===== src/rtl/ftp_pkg.sv =====
package ftp_pkg;

    // Maps member m of primitive k onto a flat tower index.
    // Towers are laid out phi-major: index = phi * eta_n + eta.
    // Primitives are ordered eta-group fastest; members are ordered eta fastest.
    function automatic int member_idx(input int k, input int m, input int eta_n,
                                      input int gp, input int ge);
        int eg_n;
        int pg;
        int eg;
        int ph;
        int et;
        eg_n = eta_n / ge;
        pg   = k / eg_n;
        eg   = k % eg_n;
        ph   = m / ge;
        et   = m % ge;
        return (pg * gp + ph) * eta_n + eg * ge + et;
    endfunction

endpackage


===== src/rtl/ftp_group.sv =====
module ftp_group #(
    parameter int TW_W  = 8,
    parameter int GSIZE = 6,
    parameter int SUM_W = 11
) (
    input  logic [GSIZE*TW_W-1:0] mem_i,
    output logic [SUM_W-1:0]      sum_o,
    output logic [TW_W-1:0]       max_o
);

    // Sum and largest member of one patch.
    always_comb begin
        sum_o = '0;
        max_o = '0;
        for (int m = 0; m < GSIZE; m++) begin
            sum_o = sum_o + SUM_W'(mem_i[m*TW_W +: TW_W]);
            if (mem_i[m*TW_W +: TW_W] > max_o) begin
                max_o = mem_i[m*TW_W +: TW_W];
            end
        end
    end

endmodule


===== src/rtl/ftp_flag.sv =====
module ftp_flag #(
    parameter int TW_W   = 8,
    parameter int SUM_W  = 11,
    parameter int FRAC_W = 8
) (
    input  logic [TW_W-1:0]   max_i,
    input  logic [SUM_W-1:0]  sum_i,
    input  logic [FRAC_W-1:0] frac_i,
    output logic              flag_o
);

    localparam int PW = FRAC_W + SUM_W;

    logic [PW-1:0] lhs;
    logic [PW-1:0] rhs;

    // If the largest member passes the test, some member does.
    always_comb begin
        lhs    = PW'({max_i, {FRAC_W{1'b0}}});
        rhs    = PW'(frac_i) * PW'(sum_i);
        flag_o = (sum_i != '0) && (lhs > rhs);
    end

endmodule


===== src/rtl/ftp_builder.sv =====
module ftp_builder #(
    parameter  int TW_W    = 8,
    parameter  int PHI_N   = 4,
    parameter  int ETA_N   = 12,
    parameter  int GRP_PHI = 2,
    parameter  int GRP_ETA = 3,
    parameter  int FRAC_W  = 8,
    localparam int NTOW    = PHI_N * ETA_N,
    localparam int GPER    = GRP_PHI * GRP_ETA,
    localparam int NGRP    = NTOW / GPER,
    localparam int SUM_W   = TW_W + $clog2(GPER)
) (
    input  logic                   clk,
    input  logic                   rst_n,
    input  logic                   valid_i,
    input  logic [NTOW*TW_W-1:0]   tower_i,
    input  logic [FRAC_W-1:0]      frac_i,
    output logic                   valid_o,
    output logic [NGRP*SUM_W-1:0]  sum_o,
    output logic [NGRP-1:0]        feat_o
);

    typedef struct packed {
        logic                        vld;
        logic [NGRP-1:0][SUM_W-1:0]  sum;
        logic [NGRP-1:0][TW_W-1:0]   mx;
        logic [FRAC_W-1:0]           frac;
    } s1_t;

    typedef struct packed {
        logic                        vld;
        logic [NGRP-1:0][SUM_W-1:0]  sum;
        logic [NGRP-1:0]             feat;
    } s2_t;

    typedef struct packed {
        s1_t s1;
        s2_t s2;
    } st_t;

    st_t st_d;
    st_t st_q;

    logic [NGRP-1:0][SUM_W-1:0] g_sum;
    logic [NGRP-1:0][TW_W-1:0]  g_max;
    logic [NGRP-1:0]            g_flag;

    for (genvar k = 0; k < NGRP; k++) begin : g_prim
        logic [GPER*TW_W-1:0] members;

        for (genvar m = 0; m < GPER; m++) begin : g_mem
            localparam int SRC = ftp_pkg::member_idx(k, m, ETA_N, GRP_PHI, GRP_ETA);
            assign members[m*TW_W +: TW_W] = tower_i[SRC*TW_W +: TW_W];
        end

        ftp_group #(
            .TW_W  (TW_W),
            .GSIZE (GPER),
            .SUM_W (SUM_W)
        ) u_grp (
            .mem_i (members),
            .sum_o (g_sum[k]),
            .max_o (g_max[k])
        );

        ftp_flag #(
            .TW_W   (TW_W),
            .SUM_W  (SUM_W),
            .FRAC_W (FRAC_W)
        ) u_flag (
            .max_i  (st_q.s1.mx[k]),
            .sum_i  (st_q.s1.sum[k]),
            .frac_i (st_q.s1.frac),
            .flag_o (g_flag[k])
        );
    end

    // Stage 1 holds sums, maxima and the beat's fraction.
    // Stage 2 holds the sums and flags that are output.
    always_comb begin
        st_d        = st_q;
        st_d.s1.vld = valid_i;
        if (valid_i) begin
            st_d.s1.sum  = g_sum;
            st_d.s1.mx   = g_max;
            st_d.s1.frac = frac_i;
        end
        st_d.s2.vld = st_q.s1.vld;
        if (st_q.s1.vld) begin
            st_d.s2.sum  = st_q.s1.sum;
            st_d.s2.feat = g_flag;
        end
    end

    always_ff @(posedge clk) begin
        if (!rst_n) begin
            st_q <= '0;
        end else begin
            st_q <= st_d;
        end
    end

    assign valid_o = st_q.s2.vld;
    assign sum_o   = st_q.s2.sum;
    assign feat_o  = st_q.s2.feat;

endmodule


===== config.mk =====
export PLATFORM = sky130hd
export DESIGN_NAME = ftp_builder
export DESIGN_NICKNAME = d
export VERILOG_FILES = /design/src/rtl/ftp_pkg.sv /design/src/rtl/ftp_group.sv /design/src/rtl/ftp_flag.sv /design/src/rtl/ftp_builder.sv
export SDC_FILE = /design/constraint.sdc
export NUM_CORES = 2
export LEC_CHECK = 0
export BUFFER_PORTS_ARGS = -buffer_cell sky130_fd_sc_hd__buf_2
export CAP_MARGIN = 40
export CORE_MARGIN = 5
export CORE_UTILIZATION = 59
export CTS_CLUSTER_DIAMETER = 200
export DETAILED_ROUTE_END_ITERATION = 16
export MAX_ROUTING_LAYER = met4
export PLACE_DENSITY = 0.79
export SLEW_MARGIN = 20
export SYNTH_ARGS = -nofsm -noshare
export SYNTH_HDL_FRONTEND = slang
export SYNTH_SLANG_ARGS = --single-unit
export TNS_END_PERCENT = 5

===== constraint.sdc =====
create_clock -name clk -period 10.32 [get_ports clk]
set_input_delay 1.032 -clock clk [delete_from_list [all_inputs] [get_ports clk]]
set_output_delay 1.032 -clock clk [all_outputs]
set_load 0.1 [all_outputs]

Word-level counts from Yosys, hierarchy flattened

Index checks and enable logic that the tools add are counted.

Register bits: 258
Latch bits: 0
RAM bits: 0
ROM bits: 0
Input bits: 395
Output and inout port bits: 97
Word-level logic and storage cells: 196
Memories kept: 0

$add $sub $neg: 40
Multipliers: 8
Divide/modulo/power cells: 0
Order comparisons: 56
Eq/ne operators: 0
Shift operators: 0
Muxes and demuxes: 48
Bitwise gates (word level): 0
Reductions and logical operators: 16

Operators with widths:

| operator                                                             | count |
|---|---|
| 8-bit two-way mux                                                    | 48 |
| 11-bit by 8-bit adder with 11-bit output                             | 32 |
| 8-bit > comparator                                                   | 40 |
| 16-bit by 19-bit > comparator with 1-bit output                      | 8 |
| 8-bit by 11-bit multiplier with 19-bit output                        | 8 |
| 11-bit nonzero test                                                  | 8 |
| 8-bit by 8-bit adder with 9-bit output                               | 8 |
| 8-bit by 1-bit > comparator with 1-bit output, second input constant | 8 |
| 1-bit logical AND                                                    | 8 |

Logic depth before layout (Yosys ltp)

Word-level depth: 12
Mapped depth: 52
Depth with buffers taken out: 50

Cells and area by module

A second synthesis with hierarchy kept.

Cells, all modules: 6552
Area total of the unflattened synthesis: 57596.5 um^2

By module, submodules not included:

| module                          | instances | cells an instance | area an instance (um^2) | sequential area each (um^2) |
|---|---|---|---|---|
| ftp_flag (g_prim[0].u_flag ...) | 7         | 371               | 3135.5                  | 0.0 |
| ftp_builder                     | 1         | 925               | 10415.0                 | 5165.0 |
| ftp_group (g_prim[5].u_grp ...) | 3         | 329               | 2763.9                  | 0.0 |
| ftp_group (g_prim[2].u_grp ...) | 2         | 350               | 2810.2                  | 0.0 |
| ftp_flag (g_prim[3].u_flag)     | 1         | 379               | 3170.5                  | 0.0 |
| ftp_group (g_prim[0].u_grp)     | 1         | 315               | 2745.1                  | 0.0 |
| ftp_group (g_prim[4].u_grp)     | 1         | 332               | 2738.9                  | 0.0 |
| ftp_group (g_prim[1].u_grp)     | 1         | 317               | 2666.3                  | 0.0 |

Worst setup path after synthesis

Ideal clock, no wire load.

Kind: input port to flip-flop
Start: input tower_i[1]
End: register st_q[105] (netlist bit)
Arrival time: 9462 ps
Setup slack: 736 ps
Cell stages on the path: 47
Path buffers: 3
Cell sequence: inv_1 -> ha_1 -> nor2b_1 -> o211a_1 -> o21a_1 -> nor2_1 -> mux2i_1 -> ha_1 -> a21o_1 -> a21o_1 -> a221oi_1 -> o22a_1 -> nand4_1 -> clkbuf_1 -> o21ai_0 -> inv_1 -> ha_1 -> a21oi_1 -> [... 11 more ...] -> a21oi_1 -> and2_1 -> o21ai_0 -> a21oi_1 -> a21bo_1 -> buf_2 -> mux2_1 -> ha_1 -> o21a_1 -> o21ai_0 -> nand2b_1 -> a21oi_1 -> nor2_1 -> a211oi_1 -> a21oi_1 -> nand2b_1 -> inv_1 -> a221o_1

Cells in the longest elaborated chain, start to end: 12

RTL lines:

| item                                          | line              | RTL |
|---|---|---|
| from (decl)                                   | ftp_builder.sv:16 | `input logic [NTOW*TW_W-1:0] tower_i,` |
| 8-bit by 1-bit > comparator with 1-bit output | ftp_group.sv:17   | `if (mem_i[m*TW_W +: TW_W] > max_o) begin` |
| 8-bit two-way mux (*)                         | ftp_group.sv:17   |  |
| 8-bit > comparator                            | ftp_group.sv:17   |  |
| 8-bit two-way mux (*)                         | ftp_group.sv:17   |  |
| 8-bit > comparator                            | ftp_group.sv:17   |  |
| 8-bit two-way mux (*)                         | ftp_group.sv:17   |  |
| 8-bit > comparator                            | ftp_group.sv:17   |  |
| 8-bit two-way mux (*)                         | ftp_group.sv:17   |  |
| 8-bit > comparator                            | ftp_group.sv:17   |  |
| 8-bit two-way mux (*)                         | ftp_group.sv:17   |  |
| 8-bit > comparator                            | ftp_group.sv:17   |  |
| 8-bit two-way mux (*)                         | ftp_group.sv:17   |  |
| to (signal assigned)                          | ftp_builder.sv:99 | `st_q <= st_d;` |
| to (decl)                                     | ftp_builder.sv:42 | `st_t st_q;` |

Mark *: on every way between the ends. The rest lies on a longest branch, timed or not.
A chain may end at the register's enable or synchronous reset.

Worst setup path after layout

Start: input tower_i[199]
End: register st_q[137] (netlist bit)

Same word-level chain as after synthesis.

==> metrics <==
Pint=roughly 5 mW; vias per cell=between 5 and 6; Combinational Power Share=between 60% and 70%; final setup margin=0.593 ns; clock share of power=13.0%; f_max=roughly 0.10 GHz; Tightest Pin Transition=roughly 0.81 ns; cell area after synthesis=around 0.054 mm^2; pwr dens=168 mW/mm^2; drt first-iter violations=2,420; Total Routing Usage GR=between 20% and 30%; Sw Share=roughly half; Initial Util=~60%; Pre-Repair DR Iteration Count=6; Worst EP arrival=just over 10 ns; clock-pin slew on the worst setup and hold paths=0.06 ns; CP Class=primary input to flip-flop; critical path required time=10.76 ns; Most used DFF post-synth=dfxtp_1; row cnt=110; worst setup path start=tower_i[199]; Core Util, Final=between 60% and 70%; H-tree levels=2; hold_sp=st_q[122]$_SDFFE_PN0P_; placed cell area=0.0572 mm^2; FF-to-FF Start=st_q[98]$_SDFFE_PN0P_; status=finished clean; initial antenna violation count=44; net count after synthesis=a little over 8,000; vias in the first global route=roughly 47,000; family with the most delay on the worst path=compound AO/OA/AOI/OAI gates; Synth Warn #=0; IO buf count=a little under 500; Area Growth Syn to Fin=8.85%; share of cells above drive strength 1=between 10% and 20%; VDD IR max=roughly 130 uV; Relative slew margins=45.7%; Hold WS=0.460 ns; CP Capture Type=flip-flop; Seq/Total Area, Yosys=a little under a tenth; fin crit period=just under 10 ns; Routed Antenna Nets=0; # IOs=around 500; switching pwr=4.86 mW; Skew-Pair Late Insertion Delay=around 0.56 ns; CP startpoint kind=primary input; #FFs+latches synth=between 200 and 300; crit path max-delay cell type=or3_1; CTS sink cnt=around 260; core area=0.0903 mm^2; CP Max Fanout=13; post-synthesis cell count=roughly 6,300; Die Span Y=312 um; Root Driver=clkbuf_16; RSZ-0062 raised after global routing=yes; Die Area=0.0974 mm^2; Leakage=about 31 nW; worst hold path type=flip-flop to flip-flop; final hold violation count=0; syn avg cell area=8.50 um^2; EDFF count, synth=0; total routed wirelength=between 100 and 150 mm; Post-route DRC=0; nets@finish=roughly 8,500; TritonCTS clock tree=done; WL/cell=between 15 and 20 um; CTS Buf Count=34; clock buffer depth=3; via count=44,900; largest net degree at the start of global routing=97; FFs w/ async S/R, synth=0%; post-DP HPWL=between 100 and 150 mm; WP buf/inv=5; die width=between 300 and 400 um; skew final=approximately 0.021 ns; first-pass GRT wire length=233 mm; share of power burned in registers=between 10% and 20%; Max Slew Vio Count=0; fillers=~7,600; max incr delay on CP=0.62 ns; count of unique library cells instantiated by Yosys=between 90 and 100; Final Cycle Share=a little over nine tenths; pre-CTS WS=-0.0751 ns; Placer Congestion=slightly above 0.9; Max-Cap Viols=0; cell area after layout=about 0.06 mm^2; GRT overflow=0; Overall Power=9.88 mW; Final setup violation count=0
per-layer routing:
metal | vias up | part of all wire, % | global-route usage (%)
met5 | - | 0 | -
met4 | 0 | 3.2 | 9.20
met3 | 281 | 5.7 | 4.76
met2 | 1218 | 48 | 50.0
met1 | 21800 | 43 | 36.5
li1 | 21500 | - | -
synthesized netlist by cell type (25+ instances only):
cell         n  share of area [%]
fa_1       632                 23
ha_1       843                 20
nor4_1      41               0.48
nand2_1    521                3.6
o21ai_0    201                1.9
clkbuf_1   238                1.7
xor2_1      62                1.0
a31oi_1     26               0.30
nand3_1     81               0.75
dfxtp_1    258                9.6
a21oi_1    330                3.1
o211ai_1    37               0.52
xnor2_1    120                2.0
o21ai_1     25               0.23
or3_1       33               0.38
a21o_1     168                2.3
nand2b_1    64               0.74
mux2_2      42               0.88
nor2b_1    245                2.8
inv_1     1078                7.5
nor2_1     205                1.4
mux2i_1    247                4.6
o21a_1      46               0.64
and2_1     342                4.0
nor3_1      59               0.55
nand4_1     54               0.63
power groups by stage:
| stage | Clock (mW) | Sequential (mW) | Combinational [mW] |
|---|---|---|---|
| after floorplan | 0 | 1.58 | 5.23 |
| after global placement | 0 | 1.78 | 6.50 |
| after detailed placement | 0 | 1.79 | 6.71 |
| after CTS | 1.31 | 1.77 | 6.78 |
| after global routing | 1.34 | 1.81 | 7.74 |
| final | 1.28 | 1.78 | 6.82 |
cell type report:
class	count	area [um^2]	share of cell area [%]
diodes	44	110	0.188
well taps	1176	1470	2.51
clock inverters	15	184	0.314
inverters	1079	4050	6.91
repair buffers	542	2900	4.94
flip-flops and latches	258	5190	8.85
multi-input cells	4739	43700	74.6
clock buffers	45	1010	1.72
path summary, 6_finish.rpt:
check / endpoint / slack [ns] / depth (start not counted)
worst max register to register: feat_o[4]$_SDFFE_PN0P_ / 3.48 / 23
worst max-delay path: st_q[137]$_SDFFE_PN0P_ / 0.59 / 43
worst min-delay path: st_q[122]$_SDFFE_PN0P_ / 0.46 / 2
worst min register to register: st_q[122]$_SDFFE_PN0P_ / 0.46 / 2
per-stage QoR:
| step | TNS [ns] | cells |
|---|---|---|
| 2_1_floorplan | 0 | 6335 |
| 3_3_place_gp | 0 | 7786 |
| 3_5_place_dp | -0.419 | 7788 |
| 4_1_cts | 0 | 7848 |
| 5_1_grt | -0.361 | 7897 |
| 6_report | 0 | 7898 |
timing repair:
| action | 4_1_cts | 5_1_grt |
|---|---|---|
| resized for setup | 0 | 14 |
| hold buffers | 0 | 0 |
| setup endpoints to repair | 0 | 37 |
| setup buffers | 0 | 2 |
kinds of logic (layout without fill, tap and decap cells):
group	Yosys count	after routing	synth area share, %
AND/OR/NAND/NOR	1717	1717	16.4
adder cells (fa/ha/maj)	1477	1477	43.1
buffers and inverters	1338	1681	9.38
AO/OA/AOI/OAI	1065	1065	12.8
multiplexers	298	298	5.69
flip-flops	258	258	9.59
XOR/XNOR	182	182	2.96
other	0	44	0
worst min-delay path, delay by kind of cell (launching register included):
family | cells | cell delay [ns]
AO/OA/AOI/OAI | 1 | 0.06
AND/OR/NAND/NOR | 1 | 0.05
flip-flops | 1 | 0.33
placed cells by master (no fill, tap or decap), types with 54 or more instances in the layout:
| master | n |
|---|---|
| inv_1 | 1077 |
| ha_1 | 843 |
| fa_1 | 632 |
| nand2_1 | 520 |
| buf_2 | 489 |
| and2_1 | 342 |
| a21oi_1 | 329 |
| dfxtp_1 | 249 |
| mux2i_1 | 246 |
| nor2b_1 | 243 |
| nor2_1 | 203 |
| o21ai_0 | 199 |
| a21o_1 | 168 |
| xnor2_1 | 120 |
| nand3_1 | 81 |
| nand2b_1 | 64 |
| xor2_1 | 62 |
| nor3_1 | 59 |
| nand4_1 | 54 |
sequential cells by signal, summed over array words and instances, names as in the netlist:
register,cells
st_q,160
sum_o,88
feat_o,8
st_d,1
valid_o,1
Note: power is estimated with default switching activity, not from simulation.
